## config.mk

```make
export PLATFORM = sky130hd
export DESIGN_NAME = prfc_ctrl
export DESIGN_NICKNAME = d
export VERILOG_FILES = /design/src/rtl/prfc_pkg.sv /design/src/rtl/prfc_mode_latch.sv /design/src/rtl/prfc_owner_rec.sv /design/src/rtl/prfc_fsm.sv /design/src/rtl/prfc_ctrl.sv
export SDC_FILE = /design/constraint.sdc
export NUM_CORES = 1
export LEC_CHECK = 0
export BUFFER_PORTS_ARGS = -buffer_cell sky130_fd_sc_hd__buf_2
export CAP_MARGIN = 20
export CORE_ASPECT_RATIO = 0.8
export CORE_MARGIN = 1
export CORE_UTILIZATION = 50
export DETAILED_ROUTE_END_ITERATION = 16
export PLACE_DENSITY = 0.72
export SETUP_SLACK_MARGIN = 0.5
export SYNTH_ARGS = -nofsm -noshare
export SYNTH_HDL_FRONTEND = slang
export SYNTH_SLANG_ARGS = --single-unit
```

## constraint.sdc

```tcl
create_clock -name clk -period 2.3 [get_ports clk]
set_input_delay 0.23 -clock clk [delete_from_list [all_inputs] [get_ports clk]]
set_output_delay 0.23 -clock clk [all_outputs]
set_load 0.05 [all_outputs]
```

## src/rtl/prfc_pkg.sv

```systemverilog
package prfc_pkg;

    localparam int CFG_W    = 8;
    localparam int MODE_POS = 1;

    typedef enum logic [1:0] {
        ST_IDLE  = 2'd0,
        ST_HELD  = 2'd1,
        ST_DRAIN = 2'd2
    } own_state_e;

    typedef enum logic [1:0] {
        ACT_PASS  = 2'd0,
        ACT_SERVE = 2'd1,
        ACT_RETRY = 2'd2,
        ACT_FLUSH = 2'd3
    } act_e;

    // Response to an access that arrives while a record is held.
    function automatic act_e pick_action(
        input logic flush_mode,
        input logic is_read,
        input logic addr_eq,
        input logic tag_eq
    );
        act_e a;
        if (!flush_mode) begin
            a = (is_read && addr_eq && tag_eq) ? ACT_SERVE : ACT_RETRY;
        end else if (!is_read) begin
            a = ACT_PASS;
        end else if (!addr_eq) begin
            a = ACT_FLUSH;
        end else if (tag_eq) begin
            a = ACT_SERVE;
        end else begin
            a = ACT_RETRY;
        end
        return a;
    endfunction

endpackage

```

## src/rtl/prfc_mode_latch.sv

```systemverilog
module prfc_mode_latch #(
    parameter int CFG_W    = prfc_pkg::CFG_W,
    parameter int MODE_POS = prfc_pkg::MODE_POS
) (
    input  logic             clk,
    input  logic             rst,
    input  logic [CFG_W-1:0] boot_cfg,
    output logic             mode_q
);
    // The boot byte is followed only while reset is asserted.
    always_ff @(posedge clk) begin
        if (rst) begin
            mode_q <= boot_cfg[MODE_POS];
        end
    end
endmodule

```

## src/rtl/prfc_owner_rec.sv

```systemverilog
module prfc_owner_rec #(
    parameter int ADDR_W = 32,
    parameter int TAG_W  = 4
) (
    input  logic              clk,
    input  logic              rst,
    input  logic              cap_en,
    input  logic              commit,
    input  logic [ADDR_W-1:0] in_addr,
    input  logic [TAG_W-1:0]  in_tag,
    output logic              addr_eq,
    output logic              tag_eq
);
    typedef struct packed {
        logic [ADDR_W-1:0] addr;
        logic [TAG_W-1:0]  tag;
    } rec_t;

    rec_t cand_q;
    rec_t held_q;

    // The candidate follows accepted reads. On a disconnect it is copied into the held record.
    always_ff @(posedge clk) begin
        if (rst) begin
            cand_q <= '0;
            held_q <= '0;
        end else begin
            if (cap_en) begin
                cand_q.addr <= in_addr;
                cand_q.tag  <= in_tag;
            end
            if (commit) begin
                held_q <= cand_q;
            end
        end
    end

    assign addr_eq = (in_addr == held_q.addr);
    assign tag_eq  = (in_tag  == held_q.tag);
endmodule

```

## src/rtl/prfc_fsm.sv

```systemverilog
module prfc_fsm
    import prfc_pkg::*;
(
    input  logic       clk,
    input  logic       rst,
    input  logic       txn_start,
    input  logic       txn_is_read,
    input  logic       disc,
    input  logic       fifo_empty,
    input  logic       flush_mode,
    input  logic       addr_eq,
    input  logic       tag_eq,
    output own_state_e st_q,
    output logic       cap_en,
    output logic       commit,
    output logic       retry_q,
    output logic       flush_q,
    output logic       serve_q
);
    act_e       act;
    own_state_e st_d;

    always_comb begin
        act = ACT_PASS;
        if (st_q == ST_HELD && txn_start) begin
            act = pick_action(flush_mode, txn_is_read, addr_eq, tag_eq);
        end
    end

    assign cap_en = txn_start && txn_is_read && ((st_q == ST_IDLE) || (act == ACT_FLUSH));
    assign commit = (st_q == ST_IDLE) && disc && !fifo_empty;

    always_comb begin
        st_d = st_q;
        unique case (st_q)
            ST_IDLE:  if (commit) st_d = ST_HELD;
            ST_HELD: begin
                if (act == ACT_SERVE)      st_d = ST_DRAIN;
                else if (act == ACT_FLUSH) st_d = ST_IDLE;
            end
            ST_DRAIN: begin
                if (fifo_empty) st_d = ST_IDLE;
                else if (disc)  st_d = ST_HELD;
            end
            default:  st_d = ST_IDLE;
        endcase
    end

    always_ff @(posedge clk) begin
        if (rst) begin
            st_q    <= ST_IDLE;
            retry_q <= 1'b0;
            flush_q <= 1'b0;
            serve_q <= 1'b0;
        end else begin
            st_q    <= st_d;
            retry_q <= (act == ACT_RETRY);
            flush_q <= (act == ACT_FLUSH);
            serve_q <= (act == ACT_SERVE);
        end
    end
endmodule

```

## src/rtl/prfc_ctrl.sv

```systemverilog
module prfc_ctrl
    import prfc_pkg::*;
#(
    parameter int ADDR_W = 32,
    parameter int TAG_W  = 4
) (
    input  logic              clk,
    input  logic              rst,
    input  logic [CFG_W-1:0]  boot_cfg,
    input  logic              txn_start,
    input  logic [ADDR_W-1:0] txn_addr,
    input  logic [TAG_W-1:0]  txn_tag,
    input  logic              txn_is_read,
    input  logic              disc,
    input  logic              fifo_empty,
    output logic              retry_req,
    output logic              flush_pulse,
    output logic              serve_fifo
);
    logic       mode_q;
    logic       addr_eq;
    logic       tag_eq;
    logic       cap_en;
    logic       commit;
    own_state_e st_q;

    prfc_mode_latch #(.CFG_W(CFG_W), .MODE_POS(MODE_POS)) u_mode (
        .clk      (clk),
        .rst      (rst),
        .boot_cfg (boot_cfg),
        .mode_q   (mode_q)
    );

    prfc_owner_rec #(.ADDR_W(ADDR_W), .TAG_W(TAG_W)) u_rec (
        .clk     (clk),
        .rst     (rst),
        .cap_en  (cap_en),
        .commit  (commit),
        .in_addr (txn_addr),
        .in_tag  (txn_tag),
        .addr_eq (addr_eq),
        .tag_eq  (tag_eq)
    );

    prfc_fsm u_fsm (
        .clk         (clk),
        .rst         (rst),
        .txn_start   (txn_start),
        .txn_is_read (txn_is_read),
        .disc        (disc),
        .fifo_empty  (fifo_empty),
        .flush_mode  (mode_q),
        .addr_eq     (addr_eq),
        .tag_eq      (tag_eq),
        .st_q        (st_q),
        .cap_en      (cap_en),
        .commit      (commit),
        .retry_q     (retry_req),
        .flush_q     (flush_pulse),
        .serve_q     (serve_fifo)
    );
endmodule

```

==> results of run 1 <==
[routing by layer]
layer | share of wire | global-route usage | up-vias
met5 | 0 | 0 | -
met4 | 0.0054 | 0.05641 | 0
met3 | 0.043 | 0.06970 | 4
met2 | 0.47 | 0.3930 | 58
met1 | 0.48 | 0.2879 | 1332
li1 | - | - | 1363
[worst max-delay path by stage]
stage          cells past startpoint               end  slack (ns)              from
2_1_floorplan                      8   u_rec.cand_q[0]        0.52  u_rec.held_q[31]
3_3_place_gp                       8  u_rec.cand_q[27]        0.25      txn_addr[14]
3_5_place_dp                       8  u_rec.cand_q[24]        0.16      txn_addr[14]
4_1_cts                            9  u_rec.cand_q[17]        0.27  u_rec.held_q[19]
5_1_grt                            9  u_rec.cand_q[30]         0.1  u_rec.held_q[24]
6_report                           9  u_rec.cand_q[30]        0.23  u_rec.held_q[22]
[flip-flops by register name (all words and copies together), names as in the netlist]
name,flops
u_fsm.st_q,2
u_mode.mode_q,1
u_rec.cand_q,36
u_fsm.flush_q,1
u_rec.held_q,36
u_fsm.retry_q,1
u_fsm.serve_q,1
[layout make-up]
| cell class | count | area [um2] | area share |
|---|---|---|---|
| multi-input cells | 286 | 1708 | 0.4204 |
| flip-flops and latches | 78 | 1579 | 0.3887 |
| clock inverters | 3 | 42.54 | 0.01047 |
| inverters | 2 | 7.507 | 0.001848 |
| repair buffers | 60 | 461.7 | 0.1136 |
| clock buffers | 13 | 158.9 | 0.03911 |
| well taps | 84 | 105.1 | 0.02587 |
[cell families after synthesis]
kind of cell,synth area share
xor+xnor,0.09435
simple gates,0.2097
compound gates,0.07301
buf+inv,0.04493
mux,0.1078
flops,0.4702
[power breakdown]
group / switching (uW) / internal (uW) / total [uW]
logic: 191 / 164 / 354
clock network: 468 / 560 / 1030
registers: 28.7 / 1410 / 1430
total: 688 / 2130 / 2820
[per-stage QoR]
step	utilization	instance area [um2]	total power [uW]	hold WS [ns]
detailed placement	0.5635	3611	1761	0.4224
CTS	0.6261	4013	2830	0.05464
floorplan	-	3342	1663	0.3273
finish	0.6339	4063	2818	0.06750
global placement	0.5635	3611	1749	0.4112
global route	0.6339	4063	2940	0.04885
[placed cells by master (no fill, tap or decap), drive strengths merged, types with 2 or more instances in the layout]
cell and count:
nor4 2, xor2 4, a21oi 37, inv 2
nand4 8, nor2 9, clkbuf 14, xnor2 32
buf 59, mux2i 36, dfxtp 77, nand2 147
[repair_timing]
action / 4_1_cts / 5_1_grt
gates cloned: 2 / 1
endpoints found under the setup margin: 38 / 39
gates resized for setup: 19 / 6
setup buffers: 6 / 0
pin swaps: 10 / 0
==> qor.txt, run 1 <==
dominant cells by area after synthesis = dfxtp_1, nand2_1, mux2i_1, xnor2_1, a21oi_1
worst hold path endpoint = u_mode.mode_q
I/O Pins = 53
Post-synth top cells = nand2_1, dfxtp_1, a21oi_1
critical path's top delay family = simple AND/OR/NAND/NOR gates
All-Layer GR Usage = 0.2297
die width = 93.41 um
Pre-Repair DR Iteration Count = 4
Antenna diodes = 0
sequential share of the synthesized area = 0.4702
pre-CTS WS = 0.1628 ns
status = finished, final reports clean
FMAX = 0.4823 GHz
Num CTS Buffers = 9
Leak = 0.001683 uW
worst rel slew slack = 0.6769
Die ar. = 7017 um2
synthesis-stage register bit count = 78
count leader, synth = nand2_1
r2r setup slk = 0.23 ns
RR Endpoint = u_rec.cand_q[30]
CP max stage delay = 0.35 ns
post-synth top area share = 0.4613
hold crit path type = primary input to register
placed cell count = 501
# Max-Cap Violations = 0
FILL cells = 524
DR WL/cell = 14.67 um
Detailed Route Iter0 Violations = 177
num rows = 26
crit-path cells = xnor2_1 -> nand4_1 -> nor4_4 -> a311oi_4 -> a31oi_4 -> buf_12 -> buf_12 -> clkbuf_16 -> mux2i_1
Min-Delay Path Depth = 1
Buf/Inv on CP = 3
first-pass GRT wire length = 12030 um
yosys warns = 0
total wire length = 7714 um
crit path launch type = register
syn_area_per_cell = 8.591 um2
Max Root-Sink Buffers = 2
fin crit period = 2.073 ns
non-filler cells, final = 526
RD Place Congestion = 0.7119
hold_sp = boot_cfg[1]
Power Dens Cells = 693.5 nW/um2
ys async rst share = 0
Cell Area, Synth = 3342 um2
WP data arrival = 2.34 ns
pin count of the biggest net entering global routing = 59
Worst EP required = 2.57 ns
Setup Skew = 0.008446 ns
actual slew at the worst max-slew pin = 0.4803 ns
Vias per Instance = 5.241
Mapped Nets = 439
grt total ovfl = 0
CTS clk-pin slew, worst paths = 0.08 ns
final period utilization = 0.9015
largest area contributor in the synthesized netlist = dfxtp_1
Final nets = 487
Final Max Slew Viols = 0
vias in the first global route = 2534
WS Path Type = register to register
CTS root buf = clkbuf_8
# DRC = 0
RSZ-0062 raised after global routing = true
via count = 2757
Layout area overhead = 21.57%
Fin Setup TNS = 0 ns
initial core utilization = 0.5215
core region area = 6409 um2
Sink Count = 78
commonest register cell after synthesis = dfxtp_1
Post-synth EDFFs = 1
CTS tree = done
Crit. End Element = register
final setup vio count = 0
H-tree depth = 3
Register-to-Register Path Depth = 9
worst vdd ir = 0.3507 mV
final worst slack = 0.2266 ns
layout cell share with drive strength beyond 1 = 0.2240
port buffer count = 45
Top cell by count, worst path = buf_12
Syn Inst Count = 389
DIE HEIGHT = 75.13 um
CTS Hold Buffers Added = 0
worst-skew pair later-pin latency = 0.34 ns
Final ANT Viol Nets = 0
Synth cell types = 27
crit-path max FO = 6
Worst path slowest cell = nor4_4
Hold Vio Cnt, Final = 0
Reg-to-Reg Start = u_rec.held_q[22]
antenna violations before repair = 0
hpwl dp = 4622 um
(Power assumes the default switching activity.)
==> run 2: changes to the inputs <==
--- a/config.mk
+++ b/config.mk
@@ -8,11 +8,10 @@
 export BUFFER_PORTS_ARGS = -buffer_cell sky130_fd_sc_hd__buf_2
 export CAP_MARGIN = 20
 export CORE_ASPECT_RATIO = 0.8
-export CORE_MARGIN = 1
+export CORE_MARGIN = 2
 export CORE_UTILIZATION = 50
 export DETAILED_ROUTE_END_ITERATION = 16
 export PLACE_DENSITY = 0.72
-export SETUP_SLACK_MARGIN = 0.5
 export SYNTH_ARGS = -nofsm -noshare
 export SYNTH_HDL_FRONTEND = slang
 export SYNTH_SLANG_ARGS = --single-unit
==> constraint.sdc (replaced) <==
create_clock -name clk -period 2.4 [get_ports clk]
set_input_delay 0.24 -clock clk [delete_from_list [all_inputs] [get_ports clk]]
set_output_delay 0.24 -clock clk [all_outputs]
set_load 0.05 [all_outputs]
==> qor.txt, run 2 (synthesized netlist as in run 1, its figures left out) <==
status = finished, final reports clean (unchanged)
vias in the first global route = 2591 (was 2534)
Final ANT Viol Nets = 0 (unchanged)
Final nets = 478 (was 487)
worst rel slew slack = 0.6137 (was 0.6769)
grt total ovfl = 0 (unchanged)
actual slew at the worst max-slew pin = 0.5755 ns (was 0.4803 ns)
CTS clk-pin slew, worst paths = 0.08 ns (about the same)
post-placement cell area = 3636 um2 (was 3611 um2)
hpwl dp = 4840 um (was 4622 um)
most common cell after layout, fill and taps aside = nand2_1 (unchanged)
# Max-Cap Violations = 0 (unchanged)
WS Path Type = register to register (unchanged)
final period utilization = 0.8831 (was 0.9015)
worst vdd ir = 0.3454 mV (was 0.3507 mV)
Crit. End Element = register (unchanged)
Leak = 0.001575 uW (was 0.001683 uW)
DR WL/cell = 13.86 um (was 14.67 um)
Worst path slowest cell = nor4_4 (unchanged)
crit path launch type = register (unchanged)
Worst setup startpoint = u_rec.held_q[33] (was u_rec.held_q[22])
RSZ-0062 raised after global routing = false (was true)
CP max stage delay = 0.38 ns (was 0.35 ns)
total wire length = 7168 um (was 7714 um)
first-pass GRT wire length = 12100 um (was 12030 um)
crit-path cells = xnor2_1 -> nand4_1 -> nor4_4 -> a311oi_1 -> a31oi_4 -> buf_12 -> mux2i_1 (was xnor2_1 -> nand4_1 -> nor4_4 -> a311oi_4 -> a31oi_4 -> buf_12 -> buf_12 -> clkbuf_16 -> mux2i_1)
Hold Vio Cnt, Final = 0 (unchanged)
CTS root buf = clkbuf_8 (unchanged)
Setup crit end = u_rec.cand_q[11] (was u_rec.cand_q[30])
Setup Skew = 0.009027 ns (was 0.008446 ns)
# DRC = 0 (unchanged)
Reg-to-Reg Start = u_rec.held_q[33] (was u_rec.held_q[22])
num rows = 26 (unchanged)
Final Max Slew Viols = 0 (unchanged)
die width = 95.41 um (was 93.41 um)
Vias per Instance = 5.126 (was 5.241)
Detailed Route Iter0 Violations = 149 (was 177)
RR Endpoint = u_rec.cand_q[11] (was u_rec.cand_q[30])
Pre-Repair DR Iteration Count = 4 (unchanged)
most frequent cells in the layout = nand2_1, dfxtp_1, buf_2, a21oi_1, mux2i_1 (unchanged)
port buffer count = 45 (unchanged)
Final Instance Area = 3825 um2 (was 4063 um2)
Worst EP required = 2.67 ns (was 2.57 ns)
FMAX = 0.4718 GHz (was 0.4823 GHz)
FILL cells = 592 (was 524)
Die ar. = 7358 um2 (was 7017 um2)
worst-skew pair later-pin latency = 0.34 ns (about the same)
RD Place Congestion = 0.7778 (was 0.7119)
CTS tree = done (unchanged)
pin count of the biggest net entering global routing = 53 (was 59)
Num CTS Buffers = 9 (unchanged)
Total Power = 2616 uW (was 2818 uW)
post-CTS resize count = 0 (was 19)
placed cell count = 501 (unchanged)
non-filler cells, final = 517 (was 526)
via count = 2650 (was 2757)
Largest regs = u_rec.cand_q: 36 flops, u_rec.held_q: 36 flops, u_fsm.st_q: 2 flops (unchanged)
Antenna diodes = 0 (unchanged)
Power Dens Cells = 684.0 nW/um2 (was 693.5 nW/um2)
layout cell share with drive strength beyond 1 = 0.1686 (was 0.2240)
WP data arrival = 2.39 ns (was 2.34 ns)
crit-path max FO = 21 (was 6)
final setup vio count = 0 (unchanged)
H-tree depth = 3 (unchanged)
r2r setup slk = 0.28 ns (was 0.23 ns)
I/O Pins = 53 (unchanged)
Sink Count = 78 (unchanged)
CTS Hold Buffers Added = 0 (unchanged)
Post-CTS Setup Bufs = 0 (was 6)
Max Root-Sink Buffers = 2 (unchanged)
core region area = 6441 um2 (was 6409 um2)
fin crit period = 2.119 ns (was 2.073 ns)
Fin Setup TNS = 0 ns (unchanged)
hold crit path type = primary input to register (unchanged)
antenna violations before repair = 0 (unchanged)
All-Layer GR Usage = 0.2115 (was 0.2297)
Layout area overhead = 14.45% (was 21.57%)
Register-to-Register Path Depth = 7 (was 9)
initial core utilization = 0.5188 (was 0.5215)
DIE HEIGHT = 77.13 um (was 75.13 um)
[run 2: cell count changes in the layout (fill, tap and decap cells not counted), sizes merged]
| cell | delta |
|---|---|
| buf | -8 |
| clkbuf | -4 |
| clkinvlp | +1 |
| inv | +1 |
| clkinv | +1 |
[run 2: layout make-up]
class | count | area (um2) | area share
Timing Repair Buffer | 51 | 320.3 | 0.08374
Clock buffer | 10 | 127.6 | 0.03337
Multi-Input combinational cell | 286 | 1632 | 0.4266
Sequential cell | 78 | 1572 | 0.4109
Inverter | 2 | 7.507 | 0.001963
Clock inverter | 6 | 61.31 | 0.01603
Tap cell | 84 | 105.1 | 0.02748
[run 2: worst min path at each step]
stage	endpoint	slack, ns	from	cells after the start
finish	u_mode.mode_q	0.07	boot_cfg[1]	1
global route	u_mode.mode_q	0.05	boot_cfg[1]	1
CTS	u_mode.mode_q	0.05	boot_cfg[1]	1
detailed placement	u_mode.mode_q	0.42	boot_cfg[1]	1
global placement	u_mode.mode_q	0.42	boot_cfg[1]	1
floorplan	u_fsm.retry_q	0.34	txn_is_read	1
[run 2: metrics by stage]
step / hold slack (ns) / util / setup WS, ns
after floorplan: 0.3373 / - / 0.6232
after global placement: 0.4177 / 0.5645 / 0.3532
after detailed placement: 0.4181 / 0.5645 / 0.2846
after CTS: 0.04714 / 0.5938 / 0.2996
after global routing: 0.05168 / 0.5938 / 0.1894
final: 0.06845 / 0.5938 / 0.2806
[run 2: where the power goes]
| group | switching [uW] | internal [uW] | leakage (uW) |
|---|---|---|---|
| registers | 27.4 | 1350 | 0.000635 |
| clock network | 474 | 478 | 0.0000926 |
| logic | 166 | 124 | 0.000848 |
| total | 667 | 1950 | 0.00158 |
[run 2: critical path: cells and delay by family, from the launching register on]
kind            cells  cell delay (ns)
simple gates        2             0.55
compound gates      2             0.50
flops               1             0.32
buf+inv             1             0.23
mux                 1             0.23
xor+xnor            1             0.20
[run 2: metal layers]
metal,up-vias,routed length (um),global-route usage
met5,-,0,0
met4,0,87,0.06143
met3,11,327,0.05599
met2,58,3204,0.3275
met1,1239,3547,0.2899
li1,1342,-,-
